**src/rtl/pfd_pkg.sv**
```systemverilog
package pfd_pkg;
  localparam int NUM_OSC = 2;
  localparam int OSC_LO  = 0;
  localparam int OSC_HI  = 1;
  localparam int REG_W   = 4;
  localparam int MODE_W  = 2;

  typedef enum logic [MODE_W-1:0] {
    MODE_OFF       = 2'b00,
    MODE_DIRECT_LO = 2'b01,
    MODE_SWAL_HI   = 2'b10,
    MODE_SWAL_LO   = 2'b11
  } fb_mode_e;
endpackage

```
**src/rtl/pfd_mode_reg.sv**
```systemverilog
module pfd_mode_reg
  import pfd_pkg::*;
(
  input  logic             clk,
  input  logic             rst_n,
  input  logic             wr_en,
  input  logic [REG_W-1:0] wr_data,
  output logic [REG_W-1:0] rd_data,
  output fb_mode_e         mode,
  output logic             mode_chg
);
  localparam logic [REG_W-1:0] WR_MASK = REG_W'((1 << MODE_W) - 1);

  logic [REG_W-1:0] reg_q, reg_d;
  logic             reg_en;

  always_comb begin
    reg_en = wr_en;
    reg_d  = wr_data & WR_MASK;
  end

  always_ff @(posedge clk or negedge rst_n) begin
    if (!rst_n)      reg_q <= '0;
    else if (reg_en) reg_q <= reg_d;
  end

  always_comb begin
    rd_data  = reg_q;
    mode     = fb_mode_e'(reg_q[MODE_W-1:0]);
    mode_chg = wr_en && (reg_d[MODE_W-1:0] != reg_q[MODE_W-1:0]);
  end
endmodule

```
**src/rtl/pfd_prescaler.sv**
```systemverilog
module pfd_prescaler #(
  parameter int P = 32
) (
  input  logic clk,
  input  logic rst_n,
  input  logic clr,
  input  logic en,
  input  logic plus1,
  output logic tc
);
  localparam int PW = $clog2(P + 1);

  logic [PW-1:0] cnt_q, cnt_d, last;
  logic          cnt_en;

  always_comb begin
    last   = plus1 ? PW'(P) : PW'(P - 1);
    tc     = en && !clr && (cnt_q == last);
    cnt_en = clr || en;
    if (clr || tc) cnt_d = '0;
    else           cnt_d = cnt_q + 1'b1;
  end

  always_ff @(posedge clk or negedge rst_n) begin
    if (!rst_n)      cnt_q <= '0;
    else if (cnt_en) cnt_q <= cnt_d;
  end
endmodule

```
**src/rtl/pfd_counters.sv**
```systemverilog
module pfd_counters #(
  parameter int N_W = 10,
  parameter int A_W = 5
) (
  input  logic           clk,
  input  logic           rst_n,
  input  logic           clr,
  input  logic           direct,
  input  logic           step,
  input  logic           hold_we,
  input  logic [N_W-1:0] n_wdata,
  input  logic [A_W-1:0] a_wdata,
  output logic           swal_active,
  output logic           fire
);
  localparam logic [N_W-1:0] N_RST = N_W'(2);

  logic [N_W-1:0] n_hold_q, n_cur_q, n_cur_d, prog_q, prog_d;
  logic [A_W-1:0] a_hold_q, a_cur_q, a_cur_d, swal_q, swal_d;
  logic           term, run_en, reload;

  // holding registers
  always_ff @(posedge clk or negedge rst_n) begin
    if (!rst_n) begin
      n_hold_q <= N_RST;
      a_hold_q <= '0;
    end else if (hold_we) begin
      n_hold_q <= n_wdata;
      a_hold_q <= a_wdata;
    end
  end

  always_comb begin
    term        = (prog_q == n_cur_q - 1'b1);
    swal_active = !direct && (swal_q < a_cur_q);
    fire        = step && term && !clr;
    reload      = clr || fire;
    run_en      = clr || step;
    n_cur_d     = n_cur_q;
    a_cur_d     = a_cur_q;
    prog_d      = prog_q;
    swal_d      = swal_q;
    if (reload) begin
      n_cur_d = n_hold_q;
      a_cur_d = a_hold_q;
      prog_d  = '0;
      swal_d  = '0;
    end else begin
      prog_d = prog_q + 1'b1;
      if (swal_active) swal_d = swal_q + 1'b1;
    end
  end

  always_ff @(posedge clk or negedge rst_n) begin
    if (!rst_n) begin
      n_cur_q <= N_RST;
      a_cur_q <= '0;
      prog_q  <= '0;
      swal_q  <= '0;
    end else if (run_en) begin
      n_cur_q <= n_cur_d;
      a_cur_q <= a_cur_d;
      prog_q  <= prog_d;
      swal_q  <= swal_d;
    end
  end
endmodule

```
**src/rtl/pll_fb_divider.sv**
```systemverilog
module pll_fb_divider
  import pfd_pkg::*;
#(
  parameter int P   = 32,
  parameter int N_W = 10,
  parameter int A_W = 5
) (
  input  logic             clk,
  input  logic             rst_n,
  input  logic             warm_clr,
  input  logic             reg_we,
  input  logic [REG_W-1:0] reg_wdata,
  output logic [REG_W-1:0] reg_rdata,
  input  logic             cnt_we,
  input  logic [N_W-1:0]   n_wdata,
  input  logic [A_W-1:0]   a_wdata,
  input  logic             osc_lo_edge,
  input  logic             osc_hi_edge,
  output logic             div_pulse,
  output logic             pd_lo,
  output logic             pd_hi,
  output logic             loop_run
);
  logic           rst_meta_q, rst_sync_q;
  fb_mode_e       mode;
  logic           mode_chg, restart, direct, sel_edge;
  logic           presc_tc, step, swal_active, fire, pulse_q;
  logic [NUM_OSC-1:0] osc_sel, osc_edge, pd_vec;

  // asynchronous assert, synchronous release
  always_ff @(posedge clk or negedge rst_n) begin
    if (!rst_n) begin
      rst_meta_q <= 1'b0;
      rst_sync_q <= 1'b0;
    end else begin
      rst_meta_q <= 1'b1;
      rst_sync_q <= rst_meta_q;
    end
  end

  pfd_mode_reg u_mode (
    .clk      (clk),
    .rst_n    (rst_sync_q),
    .wr_en    (reg_we),
    .wr_data  (reg_wdata),
    .rd_data  (reg_rdata),
    .mode     (mode),
    .mode_chg (mode_chg)
  );

  always_comb begin
    osc_sel[OSC_LO]  = (mode == MODE_DIRECT_LO) || (mode == MODE_SWAL_LO);
    osc_sel[OSC_HI]  = (mode == MODE_SWAL_HI);
    osc_edge[OSC_LO] = osc_lo_edge;
    osc_edge[OSC_HI] = osc_hi_edge;
    direct           = (mode == MODE_DIRECT_LO);
    restart          = warm_clr || mode_chg;
    sel_edge         = |(osc_sel & osc_edge);
    step             = direct ? sel_edge : presc_tc;
  end

  for (genvar gi = 0; gi < NUM_OSC; gi++) begin : g_pd
    assign pd_vec[gi] = !osc_sel[gi];
  end

  pfd_prescaler #(.P(P)) u_presc (
    .clk   (clk),
    .rst_n (rst_sync_q),
    .clr   (restart),
    .en    (sel_edge && !direct),
    .plus1 (swal_active),
    .tc    (presc_tc)
  );

  pfd_counters #(.N_W(N_W), .A_W(A_W)) u_cnt (
    .clk         (clk),
    .rst_n       (rst_sync_q),
    .clr         (restart),
    .direct      (direct),
    .step        (step),
    .hold_we     (cnt_we),
    .n_wdata     (n_wdata),
    .a_wdata     (a_wdata),
    .swal_active (swal_active),
    .fire        (fire)
  );

  always_ff @(posedge clk or negedge rst_sync_q) begin
    if (!rst_sync_q) pulse_q <= 1'b0;
    else             pulse_q <= fire;
  end

  always_comb begin
    div_pulse = pulse_q;
    pd_lo     = pd_vec[OSC_LO];
    pd_hi     = pd_vec[OSC_HI];
    loop_run  = rst_sync_q;
  end
endmodule

```
**config.mk**
```make
export PLATFORM = sky130hd
export DESIGN_NAME = pll_fb_divider
export DESIGN_NICKNAME = d
export VERILOG_FILES = /design/src/rtl/pfd_pkg.sv /design/src/rtl/pfd_mode_reg.sv /design/src/rtl/pfd_prescaler.sv /design/src/rtl/pfd_counters.sv /design/src/rtl/pll_fb_divider.sv
export SDC_FILE = /design/constraint.sdc
export NUM_CORES = 1
export LEC_CHECK = 0
export ABC_AREA = 1
export BUFFER_PORTS_ARGS = -buffer_cell sky130_fd_sc_hd__buf_2
export CORE_UTILIZATION = 63
export CTS_CLUSTER_SIZE = 14
export DETAILED_ROUTE_END_ITERATION = 8
export PLACE_DENSITY = 0.85
export SLEW_MARGIN = 25
export SYNTH_ARGS = -nofsm -noshare
export SYNTH_HDL_FRONTEND = slang
export SYNTH_SLANG_ARGS = --single-unit
```
**constraint.sdc**
```tcl
create_clock -name clk -period 4.2 [get_ports clk]
set_input_delay 0 -clock clk [delete_from_list [all_inputs] [get_ports clk]]
set_output_delay 0 -clock clk [all_outputs]
set_load 0.02 [all_outputs]
```
== After elaboration in Yosys (flattened, before gate mapping) ==
Index checks and enable logic that the tools add are counted.

* Output and inout bits: 8
* Bits in registers: 56
* Bits of input ports: 26
* Word-level logic and storage cells: 50

* Equality and inequality tests: 6
* Reduce and logical (&&, ||, !) cells: 21
* Bitwise operators: 1
* $add $sub $neg: 4
* Mux-type cells: 6
* $lt $le $gt $ge: 1

{| class="wikitable"
|+ Operators with widths
! operator !! count
|-
| $mux 6 || 2
|-
| $add 10x1->10 const B || 1
|-
| $eq 10x10->1 || 1
|-
| $mux 10 || 1
|-
| $mux 5 || 2
|-
| $sub 10x1->10 const B || 1
|-
| $logic_and 1x1->1 || 7
|-
| $add 6x1->6 const B || 1
|-
| $eq 6x6->1 || 1
|-
| $logic_or 1x1->1 || 6
|-
| $add 5x1->5 const B || 1
|-
| $lt 5x5->1 || 1
|-
| $eq 2x2->1 const B || 2
|-
| $logic_not 1->1 || 4
|-
| $reduce_and 2->1 || 2
|-
| $and 2x2->2 || 1
|-
| $eq 2x1->1 const B || 1
|-
| $ne 2x2->1 || 1
|-
| $reduce_bool 2->1 || 1
|-
| $reduce_or 2->1 || 1
|-
| $mux 1 || 1
|}

== Longest topological paths before layout ==
Gate-level depths: netlist (run 1).

* Depth in word-level cells: 13
* Mapped depth: 16
* Mapped depth without buffers: 15

== By module ==
A second synthesis (run 1) with hierarchy kept.

* Cells, all modules: 390
* Area total of the unflattened synthesis: 3109.2 µm²

{| class="wikitable"
|+ Modules (own cells, without submodules)
! module !! instances !! area each (µm²) !! cells an instance !! sequential area each (µm²)
|-
| pfd_counters || 1 || 2444.8 || 295 || 1128.6
|-
| pfd_prescaler || 1 || 381.6 || 56 || 150.1
|-
| pfd_mode_reg || 1 || 151.4 || 23 || 50.0
|-
| pll_fb_divider || 1 || 131.4 || 16 || 75.1
|}

== Worst setup path after synthesis (run 1) ==
Ideal clock, no wire load.

* Path kind: register to register
* Start point: register u_cnt.n_cur_q[1]
* End point: register u_cnt.prog_q[3]
* Required time: 4.082 ns
* Period minus slack after synthesis: 1.917 ns
* Path slack: 2.283 ns
* Arrival time: 1.799 ns
* Cell stages (with the launch flop): 17
* Library setup time: 0.118 ns
* Path buffers: 2
* Path through: dfstp_2 -> inv_1 -> ha_1 -> inv_1 -> nand2_1 -> nand2_1 -> nand3_1 -> nor2_1 -> nand2_1 -> nor2_1 -> nand2_1 -> nor2_1 -> nand2_1 -> buf_6 -> buf_8 -> nand4_1 -> nand2_1

* Cells in the longest elaborated chain, start to end: 6

{| class="wikitable"
|+ RTL lines
! element !! RTL line !! source
|-
| start, declared || pfd_counters.sv:18 || <nowiki>logic [N_W-1:0] n_hold_q, n_cur_q, n_cur_d, prog_q, prog_d;</nowiki>
|-
| start signal, assigned || pfd_counters.sv:61 || <nowiki>n_cur_q <= n_cur_d;</nowiki>
|-
| $sub 10x1->10 || pfd_counters.sv:34 || <nowiki>term = (prog_q == n_cur_q - 1'b1);</nowiki>
|-
| $eq 10x10->1 || pfd_counters.sv:34 ||
|-
| $logic_and 1x1->1 (2 in a row) || pfd_counters.sv:36 || <nowiki>fire = step && term && !clr;</nowiki>
|-
| $logic_or 1x1->1 || pfd_counters.sv:37 || <nowiki>reload = clr || fire;</nowiki>
|-
| $mux 10 || pfd_counters.sv:43 || <nowiki>if (reload) begin</nowiki>
|-
| end signal, assigned || pfd_counters.sv:63 || <nowiki>prog_q <= prog_d;</nowiki>
|-
| end, declared || pfd_counters.sv:18 ||
|}

Every way passes these cells.
A chain may end at the register's enable or synchronous reset.

== Final worst setup path (run 1) ==
* Start point: register u_cnt.n_cur_q[0]
* End point: register u_cnt.n_cur_q[9]

* Cells in the longest elaborated chain, start to end: 6

{| class="wikitable"
|+ RTL lines
! element !! RTL line
|-
| $sub 10x1->10 || pfd_counters.sv:34
|-
| $eq 10x10->1 || pfd_counters.sv:34
|-
| $logic_and 1x1->1 (2 in a row) || pfd_counters.sv:36
|-
| $logic_or 1x1->1 || pfd_counters.sv:37
|-
| $reduce_and 2->1 (no source line) || -
|}

Every way passes these cells.

==> results.yml, run 1 <==
outcome:
  run_status: "finished clean"
global_route:
  antenna_found_initial: 0
  gr-usage-all-layers_pct: 28.0
  first_pass_grt_wire_length_um: 11500
  grt_pass1_vias: 2627
  grt_remaining_overflow: 0
  grt_start_max_net_pins: 38
finish:
  n_antenna_cell: 0
  share_of_post_route_cells_with_drive_strength_above_1_pct: 15.5
  finish.instance_area_um2: 3650
  final_nets: 484
  areaGrowthSynthToFinish_pct: 14.7
timing:
  timing.final.setup_violations: 0
  clock-skew-final_ns: 0.0166
  final.min_clock_period_ns: 2.89
  unrepaired_setup_endpoints_after_global_routing: "false"
  timing.max_slew.rel_slack_pct: 47.7
  timing.final.hold_violations: 0
  worst_pin_slew_ns: 0.785
  timing.setup.tns_ns: 0
  setup_ws_ns: 1.31
  period_share_pct: 68.9
  maxSlewViolCount: 0
  timing.fmax_mhz: 346
clocking:
  clk_latency_ns: 0.32
  numClockSinks: 56
  cts_tree: "built"
  cts.root.buffer_cell: "sky130_fd_sc_hd__clkbuf_8"
  cts_htree_levels: 2
  ctsHoldBuffers: 24
  worst_setup_hold_path_clk_slew_ns: 0.11
  post-cts-setup-buffer-count: 0
  clock_path_buffers: 2
  ctsResizeCount: 0
  cts-buffers-inserted: 5
place:
  worst_slack_placed_ns: 1.36
  place.port_buffers: 29
  placedInstanceArea_um2: 3320
  hpwlAfterDp_um: 4400
  finalWeightedCongestion: 0.848
routing:
  drt_pre_antenna_iters: 4
  drcViolationCount: 0
  routed-via-count: 2759
  dr.first_iter.drc_count: 174
  detail_route.wl_per_cell_um: 13.1
  detail_route.wirelength_um: 6790
  vias_per_cell: 5.33
  number_of_antenna_violating_nets_in_the_routed_design: 0
die:
  chipWidth_um: 73.1
  floorplan.initialDensity_pct: 66.5
  die_y_um: 73.1
  pin_count: 34
  dieArea_um2: 5340
  num_rows: 25
  fp.coreArea_um2: 4790
run:
  cap_violations: 0
logic_synthesis:
  synthesis.instances: 400
  mappedNetlistArea_um2: 3180
  synth_edf_count: 0
  synth-main-ff-cell: "sky130_fd_sc_hd__dfrtp_1"
  ranking_of_synthesized_cells_by_instance_count: "sky130_fd_sc_hd__nand2_1 (125), sky130_fd_sc_hd__dfrtp_1 (54), sky130_fd_sc_hd__inv_1 (48)"
  synth-warning-count: 0
  yosysTopAreaCell: "sky130_fd_sc_hd__dfrtp_1"
  yosys_register_bits: 56
  synthArstFlopShare_pct: 100
  synth_top_area_share_pct: 42.5
  synth.distinct_cells: 28
  synth.avg_cell_area_um2: 7.96
  yosysSeqAreaShare_pct: 44.1
  synth.area.top_cells: "sky130_fd_sc_hd__dfrtp_1 (42%), sky130_fd_sc_hd__nand2_1 (15%), sky130_fd_sc_hd__inv_1 (5.7%), sky130_fd_sc_hd__mux2_2 (5.3%), sky130_fd_sc_hd__nand3_1 (4.6%)"
  post-synth-top-count-cell: "sky130_fd_sc_hd__nand2_1"
worst_setup_path:
  required_ns: 4.41
  crit_path_max_fanout: 30
  critical_path.endpoint_type: "register"
  critPathArrivalTime_ns: 3.10
  worstSetupPathType: "register to register"
  reg2reg_setup_slack_ns: 1.31
  critical_path.startpoint_type: "register"
power:
  p_leak_nw: 1.86
  ir_drop_v: 0.000281
  pwr_density_cell_nw_per_um2: 326
worst_hold_path:
  hold_path_class: "input pin to register"
==> state kept, by name, indices dropped and copies added (netlist names) <==
name / cells
u_cnt.prog_q: 10
div_pulse: 1
u_mode.rd_data: 2
loop_run: 1
u_cnt.a_hold_q: 5
rst_meta_q: 1
u_cnt.n_hold_q: 10
u_cnt.n_cur_q: 10
u_cnt.a_cur_q: 5
u_cnt.swal_q: 5
u_presc.cnt_q: 6
==> cell families after synthesis <==
group                      count (synthesis)  share of synthesized area [%]
buffers and inverters                     63                           9.39
and+or+nand+nor                          216                           29.0
AOI/OAI and AO/OA                         24                           4.36
xor gates and xnor gates                  16                           4.40
muxes                                     15                           5.31
other                                      2                          0.236
adders and majority gates                  8                           3.14
DFF                                       56                           44.1
==> layout make-up <==
cell class	count	area, µm²
Tap cell	67	83.8
Clock buffer	5	68.8
Timing Repair Buffer	55	400
Inverter	50	188
Sequential cell	56	1410
Multi-Input combinational cell	282	1480
Clock inverter	3	21.3
Fill cell	354	1130
==> report_power, final <==
part / internal [W] / leakage [nW] / total, W / switching (W)
clock: 0.000119 / 0.0445 / 0.000303 / 0.000184
combinational: 0.000102 / 1.11 / 0.000250 / 0.000147
sequential: 0.000587 / 0.703 / 0.000636 / 0.0000485
total: 0.000808 / 1.86 / 0.00119 / 0.000380
==> metal layers <==
layer	global-route usage (%)	routed length, µm	vias to the layer above
met5	0	0	-
met1	34.0	2910	1304
met3	4.70	230	24
li1	-	-	1358
met4	12.6	223	0
met2	48.6	3420	73
==> through the flow <==
stage	util, %	power [W]	cells	hold WS [ns]
2_1_floorplan	-	0.000814	401	-0.296
3_3_place_gp	69.4	0.000857	486	-0.214
3_5_place_dp	69.4	0.000871	486	-0.213
4_1_cts	76.3	0.00118	518	0.0277
5_1_grt	76.3	0.00124	518	0.0710
6_report	76.3	0.00119	518	0.0353
==> critical path, cell delays in order, from the launching register on <==
cell	delay [ns]
sky130_fd_sc_hd__dfrtp_1	0.41
sky130_fd_sc_hd__inv_1	0.18
sky130_fd_sc_hd__ha_1	0.31
sky130_fd_sc_hd__nand2_2	0.10
sky130_fd_sc_hd__nor2_2	0.15
sky130_fd_sc_hd__nand2_1	0.08
sky130_fd_sc_hd__nand2_1	0.06
sky130_fd_sc_hd__nand2_1	0.05
sky130_fd_sc_hd__nand3_1	0.08
sky130_fd_sc_hd__nor2_1	0.05
sky130_fd_sc_hd__nand2_1	0.49
sky130_fd_sc_hd__nand2_2	0.53
sky130_fd_sc_hd__nand2_1	0.20
sky130_fd_sc_hd__nand2_1	0.10
==> path summary, 6_finish.rpt <==
path,cells after the start,from,to
worst min register to register,0,loop_run$_DFF_PN0_,u_cnt.a_cur_q[2]$_DFFE_PN0P_
worst max-delay path,13,u_cnt.n_cur_q[0]$_DFFE_PN0P_,u_cnt.n_cur_q[9]$_DFFE_PN0P_
max in group asynchronous,1,loop_run$_DFF_PN0_,u_cnt.n_cur_q[1]$_DFFE_PN1P_
worst min-delay path,4,reg_we,div_pulse$_DFF_PN0_
worst max register to register,13,u_cnt.n_cur_q[0]$_DFFE_PN0P_,u_cnt.n_cur_q[9]$_DFFE_PN0P_
min in group asynchronous,0,loop_run$_DFF_PN0_,u_cnt.a_cur_q[2]$_DFFE_PN0P_
==> placed cells by master, fill, tap and decap left out, types with 2 or more instances in the layout <==
| master | count |
|---|---|
| sky130_fd_sc_hd__conb_1 | 3 |
| sky130_fd_sc_hd__dfrtp_1 | 53 |
| sky130_fd_sc_hd__xor2_1 | 11 |
| sky130_fd_sc_hd__buf_4 | 2 |
| sky130_fd_sc_hd__nand2_1 | 125 |
| sky130_fd_sc_hd__a21oi_1 | 4 |
| sky130_fd_sc_hd__o21ai_2 | 5 |
| sky130_fd_sc_hd__inv_1 | 48 |
| sky130_fd_sc_hd__nor2_2 | 3 |
| sky130_fd_sc_hd__ha_1 | 8 |
| sky130_fd_sc_hd__o21ai_0 | 11 |
| sky130_fd_sc_hd__mux2_2 | 15 |
| sky130_fd_sc_hd__nor2_1 | 29 |
| sky130_fd_sc_hd__dfstp_2 | 2 |
| sky130_fd_sc_hd__o21ai_1 | 4 |
| sky130_fd_sc_hd__dlygate4sd3_1 | 24 |
| sky130_fd_sc_hd__nor3_1 | 8 |
| sky130_fd_sc_hd__clkbuf_8 | 5 |
| sky130_fd_sc_hd__nand3_1 | 29 |
| sky130_fd_sc_hd__nand4_1 | 17 |
| sky130_fd_sc_hd__buf_2 | 29 |
| sky130_fd_sc_hd__xnor2_1 | 5 |
| sky130_fd_sc_hd__nand2_2 | 3 |
Note: power is estimated with default switching activity, not from simulation.
==> run 2: changes to the inputs <==
--- a/config.mk
+++ b/config.mk
@@ -5,12 +5,12 @@
 export SDC_FILE = /design/constraint.sdc
 export NUM_CORES = 1
 export LEC_CHECK = 0
-export ABC_AREA = 1
+export ABC_AREA = 0
 export BUFFER_PORTS_ARGS = -buffer_cell sky130_fd_sc_hd__buf_2
-export CORE_UTILIZATION = 63
+export CORE_UTILIZATION = 52
 export CTS_CLUSTER_SIZE = 14
 export DETAILED_ROUTE_END_ITERATION = 8
-export PLACE_DENSITY = 0.85
+export PLACE_DENSITY = 0.75
 export SLEW_MARGIN = 25
 export SYNTH_ARGS = -nofsm -noshare
 export SYNTH_HDL_FRONTEND = slang
==> constraint.sdc (replaced) <==
create_clock -name clk -period 2.4 [get_ports clk]
set_input_delay 0 -clock clk [delete_from_list [all_inputs] [get_ports clk]]
set_output_delay 0 -clock clk [all_outputs]
set_load 0.02 [all_outputs]
==> run 2 against run 1 <==
- the flow now finishes with violations (negative setup slack)
- clock power rose by 75%
- synthesized cell count fell by 34%
- fmax rose by 14%
- area after synthesis fell by 6.7%
- highest routed layer unchanged
==> results.yml, run 2 <==
global_route:
  first_pass_grt_wire_length_um: 10300
  antenna_found_initial: 0
  grt_remaining_overflow: 0
  gr-usage-all-layers_pct: 21.9
  grt_pass1_vias: 2269
  grt_start_max_net_pins: 36
routing:
  vias_per_cell: 5.39
  routed-via-count: 2265
  drt_pre_antenna_iters: 4
  dr.first_iter.drc_count: 126
  detail_route.wirelength_um: 6420
  drcViolationCount: 0
  number_of_antenna_violating_nets_in_the_routed_design: 0
  detail_route.wl_per_cell_um: 15.3
logic_synthesis:
  post-synth-top-count-cell: "sky130_fd_sc_hd__dfrtp_1"
  synth.avg_cell_area_um2: 11.2
  synth-main-ff-cell: "sky130_fd_sc_hd__dfrtp_1"
  fraction_of_the_mapped_netlist_area_in_compound_gates_pct: 9.06
  mappedNetlistArea_um2: 2970
  synth.mux.area_fraction_pct: 15.0
  synthArstFlopShare_pct: 100
  synth-warning-count: 0
  synthesis.instances: 266
  yosysSeqAreaShare_pct: 47.3
  main_combinational_cell_family_by_area_after_synthesis: "simple AND/OR/NAND/NOR gates"
  yosys.area_share.simple_pct: 15.4
  synth_top_area_share_pct: 45.5
  ranking_of_synthesized_cells_by_instance_count: "sky130_fd_sc_hd__dfrtp_1 (54), sky130_fd_sc_hd__nor2_1 (22), sky130_fd_sc_hd__mux2_2 (17)"
  yosys_register_bits: 56
  synth.area.top_cells: "sky130_fd_sc_hd__dfrtp_1 (45%), sky130_fd_sc_hd__mux2_4 (7.6%), sky130_fd_sc_hd__mux2_2 (6.4%), sky130_fd_sc_hd__xnor2_1 (3.5%), sky130_fd_sc_hd__ha_1 (3.4%)"
  synth.distinct_cells: 47
  synth_xor_area_share_pct: 6.78
  synth_edf_count: 0
  adder_cell_share_of_the_synthesized_area_pct: 3.37
  yosysTopAreaCell: "sky130_fd_sc_hd__dfrtp_1"
clocking:
  cts_tree: "built"
  worst_setup_hold_path_clk_slew_ns: 0.10
  numClockSinks: 56
  cts_htree_levels: 2
  cts.root.buffer_cell: "sky130_fd_sc_hd__clkbuf_8"
  cts-buffers-inserted: 5
  clk_latency_ns: 0.31
  clock_path_buffers: 2
outcome:
  failing_checks: "negative setup slack"
  run_status: "finished with violations"
finish:
  largest_registers: "u_cnt.n_cur_q x10, u_cnt.n_hold_q x10, u_cnt.prog_q x10"
  ff_latch_area_um2: 1410
  share_of_post_route_cells_with_drive_strength_above_1_pct: 39.4
  layout.filler_cells: 386
  final_common_cell: "sky130_fd_sc_hd__dfrtp_1"
  most-common-layout-cells: "sky130_fd_sc_hd__dfrtp_1 (53), sky130_fd_sc_hd__buf_2 (29), sky130_fd_sc_hd__buf_4 (25)"
  post-route-util_pct: 71.1
  final_nets: 381
  multi_input_comb_area_um2: 1640
  areaGrowthSynthToFinish_pct: 31.8
  n_antenna_cell: 0
die:
  die_y_um: 77.6
  fp.coreArea_um2: 5510
  floorplan.initialDensity_pct: 53.9
  chipWidth_um: 77.6
  dieArea_um2: 6020
  num_rows: 27
  pin_count: 34
power:
  power_frac_seq_pct: 50.6
  cell_internal_pwr_w: 0.00153
  power_switching_share_pct: 29.5
  power_consumption_w: 0.00218
  p_leak_nw: 1.78
  ir_drop_v: 0.000441
  pwr_density_cell_nw_per_um2: 556
  share_clk_of_total_power_pct: 24.4
  pwr-share-comb_pct: 25.0
  p_switching_w: 0.000643
timing:
  setup_ws_ns: -0.142
  timing.fmax_mhz: 393
  maxSlewViolCount: 0
  timing.final.setup_violations: 29
  timing.setup.tns_ns: -2.75
  unrepaired_setup_endpoints_after_global_routing: "true"
  timing.final.hold_violations: 0
  final.min_clock_period_ns: 2.54
  hold_ws_ns: 0.181
  clock-skew-final_ns: 0.00920
  period_share_pct: 106
worst_setup_path:
  required_ns: 2.60
  crit_path_top_delay_cell: "sky130_fd_sc_hd__or4_4"
  crit_path_max_fanout: 10
  critical_path.endpoint_type: "register"
  worstSetupPathType: "register to register"
  critical_path.startpoint_type: "register"
  critPathArrivalTime_ns: 2.74
  timing.critical_path.cells: "or4_4 -> o32a_1 -> a2bb2oi_2 -> nor4_4 -> buf_4 -> a21oi_4 -> buf_12 -> mux2_4"
  cpPeakStageDelay_ns: 0.56
place:
  hpwlAfterDp_um: 4000
  finalWeightedCongestion: 0.866
  place.port_buffers: 29
worst_hold_path:
  hold_path_class: "input pin to register"
run:
  cap_violations: 0
run 2: cell count changes in the layout (fill, tap and decap cells not counted), sizes merged, moves of 8 or more:
cell,previous run,this run
and3,0,8
buf,31,61
a21oi,4,16
nand2,128,13
mux2,15,32
nor2,32,22
o21ai,20,12
nand4,17,4
inv,50,9
nand3,30,2
run 2: area by class of cell:
type | instances | share of cell area, %
clock buffer | 5 | 1.76
clock inverter | 3 | 0.575
inverter | 8 | 0.767
sequential | 56 | 35.9
tap | 72 | 2.30
multi-input combinational | 194 | 42.0
timing repair buffer | 82 | 16.7
run 2: what timing repair did:
item                                    in CTS  in global routing
endpoints found under the setup margin      23                 24
hold endpoints to repair                    19                  0
buffers inserted                             6                  5
gates cloned                                 0                  1
hold buffers                                20                  0
gates resized for setup                     13                 34
pin swaps                                    3                 14
run 2: critical path, delay by kind of cell, from the launching register on:
kind	cells	cell delay, ns
simple gates	2	0.81
mux	1	0.31
flops	1	0.40
compound gates	3	0.56
buf+inv	2	0.34
run 2: final timing paths:
kind,from,end,slack (ns),depth (start not counted)
max,u_cnt.n_cur_q[1]$_DFFE_PN1P_,u_cnt.n_cur_q[8]$_DFFE_PN0P_,-0.14,8
min,cnt_we,u_cnt.n_hold_q[2]$_DFFE_PN0P_,0.18,2
max reg2reg,u_cnt.n_cur_q[1]$_DFFE_PN1P_,u_cnt.n_cur_q[8]$_DFFE_PN0P_,-0.14,8
min reg2reg,loop_run$_DFF_PN0_,u_mode.rd_data[1]$_DFFE_PN0P_,0.22,0
max in group asynchronous,loop_run$_DFF_PN0_,u_cnt.n_cur_q[1]$_DFFE_PN1P_,1.56,1
min in group asynchronous,loop_run$_DFF_PN0_,u_mode.rd_data[1]$_DFFE_PN0P_,0.22,0
run 2: per-layer routing:
| layer | up-vias | GRT usage (%) | part of all wire (%) |
|---|---|---|---|
| li1 | 1093 | - | - |
| met1 | 1118 | 28.4 | 44 |
| met2 | 42 | 36.6 | 52 |
| met3 | 12 | 4.47 | 2.1 |
| met4 | 0 | 7.36 | 1.8 |
| met5 | - | 0 | 0 |
run 2: through the flow:
stage                     worst slack (ns)  std cells  instance area, µm²
final                               -0.142        420                3920
after global routing                -0.205        420                3920
after CTS                          -0.0234        414                3730
after detailed placement            -0.109        380                3340
after global placement            -0.00525        380                3340
after floorplan                     0.0473        267                2980
run 2: power by group through the flow:
stage                     clock network [W]  registers [W]  logic (W)
after floorplan                           0        0.00111   0.000287
final                              0.000531        0.00110   0.000544
after detailed placement                  0        0.00112   0.000419
after global routing               0.000583        0.00111   0.000591
after CTS                          0.000543        0.00110   0.000478
after global placement                    0        0.00111   0.000404
run 2: kinds of logic after synthesis:
logic type               count (synthesis)
buffers and inverters                   17
multiplexers                            35
other                                    2
AND/OR/NAND/NOR                         82
flip-flops                              56
AO/OA/AOI/OAI                           43
adder cells (fa/ha/maj)                  8
XOR/XNOR                                23
==> run 3: changes to the inputs <==
--- a/config.mk
+++ b/config.mk
@@ -7,10 +7,11 @@
 export LEC_CHECK = 0
 export ABC_AREA = 0
 export BUFFER_PORTS_ARGS = -buffer_cell sky130_fd_sc_hd__buf_2
-export CORE_UTILIZATION = 52
+export CORE_UTILIZATION = 55
+export CTS_BUF_LIST = sky130_fd_sc_hd__clkbuf_8
 export CTS_CLUSTER_SIZE = 14
 export DETAILED_ROUTE_END_ITERATION = 8
-export PLACE_DENSITY = 0.75
+export PLACE_DENSITY = 0.79
 export SLEW_MARGIN = 25
 export SYNTH_ARGS = -nofsm -noshare
 export SYNTH_HDL_FRONTEND = slang
==> run 3 against run 2 <==
- the run still ends with negative setup slack left
- combinational power down 5.3%
- register-to-register slack gained 0.08 ns
- sequential share of layout area is 0.97 points higher
- sequential power hardly changed
- clock skew grew 0.0020 ns
- via count up 0.53%
- final cell count down 1.9%
- worst hold slack better by 0.015 ns
- critical path depth is 1 lower
- fmax is 3.3% higher
- clock power grew 3%
==> results.yml, run 3 (synthesis results as in run 2) <==
place:
  place.port_buffers: 29
  hpwlAfterDp_um: 4110
  finalWeightedCongestion: 0.854
  worst_slack_placed_ns: -0.0630
  placedInstanceArea_um2: 3330
clocking:
  worst_setup_hold_path_clk_slew_ns: 0.11
  numClockSinks: 56
  clock_path_buffers: 2
  clk_latency_ns: 0.32
  cts.root.buffer_cell: "sky130_fd_sc_hd__clkbuf_8"
  cts_htree_levels: 2
  cts_tree: "built"
  cts-buffers-inserted: 5
routing:
  routed-via-count: 2277
  dr.first_iter.drc_count: 146
  detail_route.wirelength_um: 6620
  drt_pre_antenna_iters: 4
  vias_per_cell: 5.53
  number_of_antenna_violating_nets_in_the_routed_design: 0
  detail_route.wl_per_cell_um: 16.1
  drcViolationCount: 0
power:
  cell_internal_pwr_w: 0.00152
  pwr_density_cell_nw_per_um2: 568
  power_switching_share_pct: 29.8
  power_frac_seq_pct: 50.9
  p_switching_w: 0.000646
  share_clk_of_total_power_pct: 25.3
  power_consumption_w: 0.00217
  p_leak_nw: 1.73
  pwr-share-comb_pct: 23.8
  ir_drop_v: 0.000452
timing:
  clock-skew-final_ns: 0.0112
  timing.final.setup_violations: 19
  maxSlewViolCount: 0
  timing.fmax_mhz: 406
  timing.max_slew.rel_slack_pct: 63.9
  setup_ws_ns: -0.0610
  timing.final.hold_violations: 0
  timing.setup.tns_ns: -0.828
  worst_pin_slew_ns: 0.541
  unrepaired_setup_endpoints_after_global_routing: "true"
  period_share_pct: 103
  final.min_clock_period_ns: 2.46
finish:
  most-common-layout-cells: "sky130_fd_sc_hd__dfrtp_1 (53), sky130_fd_sc_hd__buf_2 (29), sky130_fd_sc_hd__buf_4 (24)"
  multi_input_comb_area_um2: 1620
  n_antenna_cell: 0
  layout.filler_cells: 338
  share_of_post_route_cells_with_drive_strength_above_1_pct: 36.5
  largest_registers: "u_cnt.n_cur_q x10, u_cnt.n_hold_q x10, u_cnt.prog_q x10"
  areaGrowthSynthToFinish_pct: 28.3
  finish.instance_area_um2: 3810
  ff_latch_area_um2: 1410
  final_common_cell: "sky130_fd_sc_hd__dfrtp_1"
  final_nets: 375
  post-route-util_pct: 74.2
worst_setup_path:
  critical_path.endpoint_type: "register"
  crit_path_max_fanout: 20
  required_ns: 2.61
  timing.critical_path.cells: "or4_4 -> o32a_1 -> a2bb2oi_2 -> nor4_4 -> a21oi_2 -> buf_12 -> mux2_4"
  cpPeakStageDelay_ns: 0.57
  crit_path_top_delay_cell: "sky130_fd_sc_hd__or4_4"
  critical_path.startpoint_type: "register"
  critPathArrivalTime_ns: 2.67
  worstSetupPathType: "register to register"
outcome:
  failing_checks: "negative setup slack"
  run_status: "finished with violations"
die:
  dieArea_um2: 5700
  pin_count: 34
  die_y_um: 75.5
  chipWidth_um: 75.5
  num_rows: 26
  floorplan.initialDensity_pct: 57.8
  fp.coreArea_um2: 5140
global_route:
  antenna_found_initial: 0
  grt_start_max_net_pins: 33
  gr-usage-all-layers_pct: 24.6
  first_pass_grt_wire_length_um: 10500
  grt_pass1_vias: 2297
  grt_remaining_overflow: 0
run:
  cap_violations: 0
worst_hold_path:
  hold_path_class: "input pin to register"
[run 3: layout make-up]
type | count | area share [%]
timing repair buffer | 76 | 15.1
clock inverter | 3 | 0.656
multi-input combinational | 194 | 42.5
tap | 70 | 2.30
inverter | 8 | 0.788
clock buffer | 5 | 1.81
sequential | 56 | 36.9
[run 3: repair_timing]
action,CTS,global route
endpoints found under the setup margin,21,25
hold buffers,20,0
resized for setup,4,26
pin swaps,7,18
endpoints found under the hold margin,19,0
gates cloned,0,0
buffers inserted,6,2
[run 3: through the flow]
stage / std cells / hold WS (ns)
floorplan: 267 / -0.296
global placement: 376 / -0.215
detailed placement: 376 / -0.214
CTS: 410 / 0.180
global route: 412 / 0.199
finish: 412 / 0.196
[run 3: worst paths after layout]
check                                                 to  slack [ns]                         start  cells after the start
max in group asynchronous   u_cnt.n_cur_q[1]$_DFFE_PN1P_        1.52            loop_run$_DFF_PN0_                      1
hold reg to reg            u_cnt.a_hold_q[4]$_DFFE_PN0P_        0.26            loop_run$_DFF_PN0_                      0
setup / recovery            u_cnt.n_cur_q[9]$_DFFE_PN0P_       -0.06  u_cnt.n_cur_q[0]$_DFFE_PN0P_                      7
setup reg to reg            u_cnt.n_cur_q[9]$_DFFE_PN0P_       -0.06  u_cnt.n_cur_q[0]$_DFFE_PN0P_                      7
min in group asynchronous  u_cnt.a_hold_q[4]$_DFFE_PN0P_        0.26            loop_run$_DFF_PN0_                      0
hold / removal             u_cnt.a_hold_q[1]$_DFFE_PN0P_        0.20                        cnt_we                      2
[run 3: worst max-delay path: cells and delay by family (launching register included)]
kind                   cells  cell delay, ns
flip-flops                 1            0.42
buffers and inverters      1            0.18
AO/OA/AOI/OAI              3            0.58
AND/OR/NAND/NOR            2            0.85
multiplexers               1            0.30
[run 3: power by group through the flow]
stage	Sequential (W)	Clock, W	Combinational (W)
2_1_floorplan	0.00111	0	0.000287
3_3_place_gp	0.00111	0	0.000397
3_5_place_dp	0.00112	0	0.000412
4_1_cts	0.00110	0.000559	0.000464
5_1_grt	0.00111	0.000598	0.000555
6_report	0.00110	0.000549	0.000515
[run 3: per-layer routing]
layer	vias up	GRT usage, %	wire length [µm]
met3	9	2.91	208
met1	1129	31.3	2890
met5	-	0	0
li1	1082	-	-
met2	57	44.4	3430
met4	0	7.00	85
